==> src/rtl/chop_pkg.sv <==
package chop_pkg;

    typedef struct packed {
        logic [6:0] pct;
        logic       off;
    } scale_t;

    // Scale code to reference fraction; code 3 disables the bridge.
    function automatic scale_t decode_scale(input logic [1:0] code);
        scale_t s;
        s.off = 1'b0;
        case (code)
            2'd0:    s.pct = 7'd100;
            2'd1:    s.pct = 7'd71;
            2'd2:    s.pct = 7'd38;
            default: begin
                s.pct = 7'd0;
                s.off = 1'b1;
            end
        endcase
        return s;
    endfunction

endpackage

==> src/rtl/chop_period_timer.sv <==
module chop_period_timer #(
    parameter int PERIOD_CYC = 2000,
    parameter int BLANK_CYC  = 375,
    localparam int CW = (PERIOD_CYC > 2) ? $clog2(PERIOD_CYC) : 1
) (
    input  logic clk,
    input  logic rst_n,
    output logic period_end,
    output logic blank_win
);

    typedef struct packed {
        logic [CW-1:0] cnt;
    } tmr_t;

    tmr_t st_d, st_q;

    assign period_end = (st_q.cnt == CW'(PERIOD_CYC - 1));

    always_comb begin
        st_d = st_q;
        if (period_end) st_d.cnt = '0;
        else            st_d.cnt = st_q.cnt + 1'b1;
    end

    always_ff @(posedge clk or negedge rst_n) begin
        if (!rst_n) st_q <= '0;
        else        st_q <= st_d;
    end

    generate
        if (BLANK_CYC == 0) begin : g_noblank
            assign blank_win = 1'b0;
        end else begin : g_blank
            assign blank_win = (st_q.cnt < CW'(BLANK_CYC));
        end
    endgenerate


    cnt_wrap_chk: assert property (@(posedge clk) disable iff (!rst_n)
        period_end |=> (st_q.cnt == '0));


    cnt_step_chk: assert property (@(posedge clk) disable iff (!rst_n)
        !period_end |=> (st_q.cnt == $past(st_q.cnt) + 1'b1));

endmodule

==> src/rtl/chop_trip_latch.sv <==
module chop_trip_latch (
    input  logic clk,
    input  logic rst_n,
    input  logic period_end,
    input  logic blank_win,
    input  logic trip,
    output logic chop_now
);

    typedef struct packed {
        logic tripped;
    } lat_t;

    lat_t st_d, st_q;
    logic hit;

    assign hit      = trip & ~blank_win;
    assign chop_now = st_q.tripped | hit;

    always_comb begin
        st_d = st_q;
        if (period_end) st_d.tripped = 1'b0;
        else if (hit)   st_d.tripped = 1'b1;
    end

    always_ff @(posedge clk or negedge rst_n) begin
        if (!rst_n) st_q <= '0;
        else        st_q <= st_d;
    end


    trip_sticky_chk: assert property (@(posedge clk) disable iff (!rst_n)
        (st_q.tripped && !period_end) |=> st_q.tripped);


    period_clear_chk: assert property (@(posedge clk) disable iff (!rst_n)
        period_end |=> !st_q.tripped);

endmodule

==> src/rtl/chop_scale_decode.sv <==
module chop_scale_decode
    import chop_pkg::*;
(
    input  logic [1:0] scale_code,
    output logic [6:0] ref_pct,
    output logic       bridge_off
);

    scale_t s;

    always_comb begin
        s          = decode_scale(scale_code);
        ref_pct    = s.pct;
        bridge_off = s.off;
    end


    always_comb begin
        ref_range_chk: assert (ref_pct <= 7'd100);
    end

endmodule

==> src/rtl/winding_chopper.sv <==
module winding_chopper #(
    parameter int CLK_HZ   = 100_000_000,
    parameter int PWM_HZ   = 50_000,
    parameter int BLANK_NS = 3750,
    localparam int PERIOD_CYC = CLK_HZ / PWM_HZ,
    localparam int BLANK_RAW  = ((CLK_HZ / 1000) * BLANK_NS) / 1_000_000,
    localparam int BLANK_CYC  = (BLANK_RAW >= PERIOD_CYC) ? PERIOD_CYC - 1 : BLANK_RAW
) (
    input  logic       clk,
    input  logic       rst_n,
    input  logic [1:0] scale_code,
    input  logic       bridge_en,
    input  logic       trip,
    output logic       drive_on,
    output logic       decay_req,
    output logic [6:0] ref_pct,
    output logic       bridge_off
);

    logic period_end, blank_win, chop_now, en_ok;

    chop_period_timer #(
        .PERIOD_CYC(PERIOD_CYC),
        .BLANK_CYC (BLANK_CYC)
    ) tmr_i (
        .clk       (clk),
        .rst_n     (rst_n),
        .period_end(period_end),
        .blank_win (blank_win)
    );

    chop_trip_latch lat_i (
        .clk       (clk),
        .rst_n     (rst_n),
        .period_end(period_end),
        .blank_win (blank_win),
        .trip      (trip),
        .chop_now  (chop_now)
    );

    chop_scale_decode dec_i (
        .scale_code(scale_code),
        .ref_pct   (ref_pct),
        .bridge_off(bridge_off)
    );

    assign en_ok     = bridge_en & ~bridge_off;
    assign drive_on  = en_ok & ~chop_now;
    assign decay_req = en_ok & chop_now;


    min_on_time_chk: assert property (@(posedge clk) disable iff (!rst_n)
        (en_ok && blank_win) |-> drive_on);


    off_no_drive_chk: assert property (@(posedge clk) disable iff (!rst_n)
        bridge_off |-> (!drive_on && !decay_req && ref_pct == 7'd0));


    disabled_idle_chk: assert property (@(posedge clk) disable iff (!rst_n)
        !bridge_en |-> (!drive_on && !decay_req));

endmodule

==> config.mk <==
export PLATFORM = sky130hd
export DESIGN_NAME = winding_chopper
export DESIGN_NICKNAME = d
export VERILOG_FILES = /design/src/rtl/chop_pkg.sv /design/src/rtl/chop_period_timer.sv /design/src/rtl/chop_trip_latch.sv /design/src/rtl/chop_scale_decode.sv /design/src/rtl/winding_chopper.sv
export SDC_FILE = /design/constraint.sdc
export NUM_CORES = 1
export LEC_CHECK = 0
export BUFFER_PORTS_ARGS = -buffer_cell sky130_fd_sc_hd__buf_2
export CELL_PAD_IN_SITES_DETAIL_PLACEMENT = 0
export CELL_PAD_IN_SITES_GLOBAL_PLACEMENT = 2
export CORE_MARGIN = 2
export CORE_UTILIZATION = 31
export DETAILED_ROUTE_END_ITERATION = 8
export PLACE_DENSITY = 0.84
export REMOVE_ABC_BUFFERS = 1
export SKIP_LAST_GASP = 1
export SLEW_MARGIN = 20
export SYNTH_ARGS = -nofsm -noshare
export SYNTH_HDL_FRONTEND = slang
export SYNTH_SLANG_ARGS = --single-unit
==> constraint.sdc <==
create_clock -name clk -period 1.6 [get_ports clk]
set_clock_uncertainty 0.05 [all_clocks]
set_input_delay 0.16 -clock clk [delete_from_list [all_inputs] [get_ports clk]]
set_output_delay 0.16 -clock clk [all_outputs]
set_load 0.1 [all_outputs]
[Word-level counts from Yosys, hierarchy flattened]
Cells that the tools add are included.
Cells by class
  $add $sub $neg: 1
  $lt $le $gt $ge: 1
  equality and inequality tests: 3
  mux-type cells: 5
  bitwise logic cells: 7
  reduce and logical (&&, ||, !) cells: 3
Operator list (number)
  7-bit case mux with 3 select lines: 1
  11-bit by 1-bit adder with 11-bit output (second input constant): 1
  11-bit equality test (second input constant): 1
  11-bit by 9-bit less-than comparator with 1-bit output (second input constant): 1
  11-bit 2-to-1 mux: 1
  1-bit bitwise AND: 4
  1-bit 2-to-1 mux: 3
  3-bit OR reduction: 1
  2-bit by 1-bit equality test with 1-bit output (second input constant): 1
  2-bit equality test (second input constant): 1
  2-bit logical NOT: 1
  1-bit NOT: 2
  2-bit nonzero test: 1
  1-bit OR: 1
Storage, ports and cells
  bits in registers: 12
  bits of input ports: 6
  output and inout port bits: 10
  logic and storage cells: 22

[Depth between registers and ports, before layout]
  depth in word-level cells: 6
  gate-level depth with buffers: 4
  gate-level depth less buffers: 4

[Modules after synthesis]
Synthesis repeated with hierarchy kept, for this count alone.
Unflattened totals
  cell total of the unflattened synthesis: 75
  area, all modules: 752.0 um2
By module, submodules not included
  chop_period_timer: times used 1, cells an instance 55, area each 566.8 um2, sequential area each 275.3 um2
  chop_scale_decode: times used 1, cells an instance 13, area each 108.9 um2, sequential area each 0.0 um2
  chop_trip_latch: times used 1, cells an instance 5, area each 55.1 um2, sequential area each 25.0 um2
  winding_chopper: times used 1, cells an instance 2, area each 21.3 um2, sequential area each 0.0 um2

[Worst setup path after synthesis]
OpenSTA, ideal clock, no wires.
  path type: input to output
  from: input port scale_code[0]
  to: output port decay_req
  arrival time: 3.714 ns
  data required time: 1.390 ns
  slack: -2.324 ns
  stages on the path: 4
  buffers on the path: 0
  cells stage by stage: ha_1 inv_1 nand2_1 nor3_1
On the way
  longest elaborated chain between the ends: 4
  elaborated cells between the ends (all ways): 6
  classes of those cells: eq/ne: 2; bitwise: 2; reduce/logical: 2
Ends and longest elaborated chain
  start, declared: RTL line winding_chopper.sv:11  | input logic [1:0] scale_code,
  2-bit by 1-bit equality test with 1-bit output, or another cell as far along: RTL line chop_pkg.sv:12  | case (code)
  3-bit OR reduction (no line) *
  1-bit bitwise AND *: RTL line winding_chopper.sv:47  | assign en_ok = bridge_en & ~bridge_off;
  1-bit bitwise AND *: RTL line winding_chopper.sv:49  | assign decay_req = en_ok & chop_now;
  end, declared: RTL line winding_chopper.sv:15  | output logic decay_req,
Every way passes the cells marked *; elsewhere a longest branch is shown, timed or not.

[Worst setup path in the final report]
  from: register tmr_i.st_q[9] in the netlist's numbering
  to: output port drive_on
On the way
  longest elaborated chain between the ends: 6
Ends and longest elaborated chain
  start, declared: RTL line chop_period_timer.sv:16  | tmr_t st_d, st_q;
  start signal, assigned: RTL line chop_period_timer.sv:28  | else st_q <= st_d;
  11-bit by 9-bit less-than comparator with 1-bit output: RTL line chop_period_timer.sv:35  | assign blank_win = (st_q.cnt < CW'(BLANK_CYC));
  1-bit NOT: RTL line chop_trip_latch.sv:17  | assign hit = trip & ~blank_win;
  1-bit bitwise AND: RTL line chop_trip_latch.sv:17
  1-bit OR: RTL line chop_trip_latch.sv:18  | assign chop_now = st_q.tripped | hit;
  1-bit NOT: RTL line winding_chopper.sv:48  | assign drive_on = en_ok & ~chop_now;
  1-bit bitwise AND: RTL line winding_chopper.sv:48
  end, declared: RTL line winding_chopper.sv:14  | output logic drive_on,
Every way passes these cells.

==> key figures <==
Detailed routing
  – Wire per inst: 11.91 um
  – Drt first-iter violations: 3
  – TritonRoute pass-1 iters: 2
  – DRT antenna net count: 0
  – Residual DRC: 0
  – DR vias: 620
  – Vias per cell: 4.769
  – WL final: 1548 um

STA
  – Slew Viols, Final: 0
  – Minimum clock period: 1.803 ns
  – Max Freq: 554.6 MHz
  – Setup TNS Final: -0.3282 ns
  – Setup ws final: -0.2033 ns
  – Hold Vio Cnt, Final: 0
  – Hold Slack: 0.2489 ns
  – Tcrit/Tclk final: 1.127
  – RSZ-0062 raised after global routing: true
  – Setup-failing EPs final: 2

Setup path
  – Crit. End Element: primary output
  – Start of the worst register-to-register path: tmr_i.st_q[0]
  – Crit Path Max Fanout: 3
  – CP required: 1.39 ns
  – Max stage delay on crit path: 0.40 ns
  – Critical-path top delay cell: dfrtp_1
  – Critical path, cell by cell: or3_1, a21oi_2, o21ba_4, buf_12
  – Critical Path AT: 1.59 ns
  – Crit path kind: reg2out
  – Critical path launch point type: register
  – CP startpoint: tmr_i.st_q[9]

GRT
  – Largest net degree at the start of global routing: 13
  – Grt total ovfl: 0
  – Vias in the first global route: 688
  – Initial antenna violation count: 0
  – Total Routing Usage GR: 0.1460
  – First-pass GRT wire length: 2898 um

Placement
  – DP HPWL: 1225 um
  – Placed inst area: 959.7 um^2
  – Final Wtd Congestion: 0.7480
  – Port bufs: 13
  – Worst slack, placed: 0.02101 ns

Min path
  – Hold WC Path Type: in2async

Yosys
  – Async SR Flop Fraction: 1.000
  – Synth Instances: 72
  – Flops & latches, synth: 12
  – Post-synth EDFFs: 0
  – Synth unique cells: 28
  – Synth area leader: dfrtp_1
  – Mapped Area: 720.7 um^2
  – Synth top area share: 0.4167
  – Most frequent cell after synthesis: dfrtp_1
  – Top_reg_cell synth: dfrtp_1
  – Synthesis Warnings: 0
  – Avg Inst Size Synth: 10.01 um^2
  – Synth area leaders: dfrtp_1 42%, ha_1 10%, xor2_1 4.9%
  – Top post-synthesis cells by count: 12 x dfrtp_1, 8 x nor2_1, 6 x ha_1
  – Sequential share of the synthesized area: 0.4167

Cells and area
  – Share of cells above drive strength 1: 0.4020
  – Antenna diodes: 0
  – Cell area after layout: 1028 um^2
  – # fillers: 218
  – Fin nets: 116
  – Synth-to-Final Area Change: 42.71%

CTS
  – Clk slew on worst S/H paths: 0.07 ns
  – H-tree depth: 1
  – CTS buffer count: 3
  – Clock latency on the worst-skew pair: 0.26 ns
  – Root buf cell: clkbuf_4
  – CTS tree: done
  – Clock Path Buffers: 2
  – Clock sink count: 12

Status
  – Run status: finished, violations left
  – Failing checks: negative setup slack

Pwr
  – Leak: 0.4760 nW
  – Worst vdd ir: 0.0005025 V
  – P per Cell Area: 639.0 nW/um^2

Floorplan
  – Row Count: 17
  – Width of the die: 52.22 um
  – Total I/O pin count: 16
  – Full die area: 2726 um^2
  – Chip height: 52.22 um
  – Starting Density: 0.3258
  – Core area: 2212 um^2

Job
  – Max Cap Viol: 0
[final timing paths]
| kind | depth (start not counted) | end | slack, ns |
|---|---|---|---|
| hold reg to reg | 1 | tmr_i.st_q[0] | 0.41 |
| hold / removal | 2 | tmr_i.st_q[5] | 0.25 |
| min in group clk | 4 | lat_i.st_q | 0.29 |
| setup / recovery | 4 | drive_on | -0.20 |
| setup reg to reg | 4 | tmr_i.st_q[10] | 0.12 |
| max in group asynchronous | 2 | tmr_i.st_q[6] | 1.04 |
[cells by family (layout without fill, tap and decap cells)]
family,after synthesis,after routing,share of synthesized area
other,1,2,0.005203
and+or+nand+nor,31,31,0.2604
adders and majority gates,6,6,0.1042
DFF,12,12,0.4167
buffers and inverters,5,34,0.03645
AOI/OAI and AO/OA,13,13,0.1285
xor gates and xnor gates,4,4,0.04861
[flip-flops by register name (all words and copies together) (netlist names)]
register and cells:
lat_i.st_q 1, tmr_i.st_q 11
[final cells by class]
| cell class | count | area [um^2] | share of cell area |
|---|---|---|---|
| well taps | 28 | 35.03 | 0.03406 |
| repair buffers | 28 | 240.2 | 0.2336 |
| inverters | 3 | 11.26 | 0.01095 |
| multi-input cells | 56 | 419.2 | 0.4075 |
| flip-flops and latches | 12 | 300.3 | 0.2920 |
| clock buffers | 3 | 22.52 | 0.02190 |
[cells in the final DEF (no fill, tap or decap), drive strengths merged]
cell	netlist	final
a21oi	5	5
buf	2	27
clkbuf	0	3
conb	1	2
dfrtp	12	12
dlygate4sd3	0	1
ha	6	6
inv	3	3
nand2	4	4
nand3	5	5
nand4	2	2
nand4bb	1	1
nor2	8	8
nor2b	1	1
nor3	4	4
nor4	1	1
o211a	1	1
o21ai	2	2
o21ba	1	1
o22a	2	2
o31ai	2	2
or3	3	3
or4	2	2
xor2	4	4
[worst max-delay path: cells and delay by family, from the launching register on]
kind / cells / cell delay, ns
flip-flops: 1 / 0.40
AO/OA/AOI/OAI: 2 / 0.40
AND/OR/NAND/NOR: 1 / 0.36
buffers and inverters: 1 / 0.16
[where the power goes]
| part | switching [mW] | total (mW) | internal (mW) |
|---|---|---|---|
| sequential | 0 | 0.303 | 0.303 |
| combinational | 0.137 | 0.178 | 0.0406 |
| clock | 0.0891 | 0.176 | 0.0869 |
| total | 0.227 | 0.657 | 0.431 |
[per-layer routing]
layer	share of wire	track usage
met5	0	0
met4	0.027	0.05983
met3	0.041	0.05714
met2	0.51	0.2532
met1	0.42	0.1577
[stage by stage]
step,total power [mW],utilization,cells
final,0.6572,0.4649,130
after floorplan,0.4393,-,71
after global placement,0.4837,0.4338,124
after detailed placement,0.4845,0.4338,124
after CTS,0.6736,0.4649,130
after global routing,0.6968,0.4649,130
[timing repair]
item,in CTS,in global routing
hold endpoints to repair,12,0
hold buffers,1,0
setup endpoints to repair,2,2
gates cloned,0,0
resized for setup,4,0
setup buffers,2,0
pin swaps,5,2
Power figures use the tool's default switching activity.
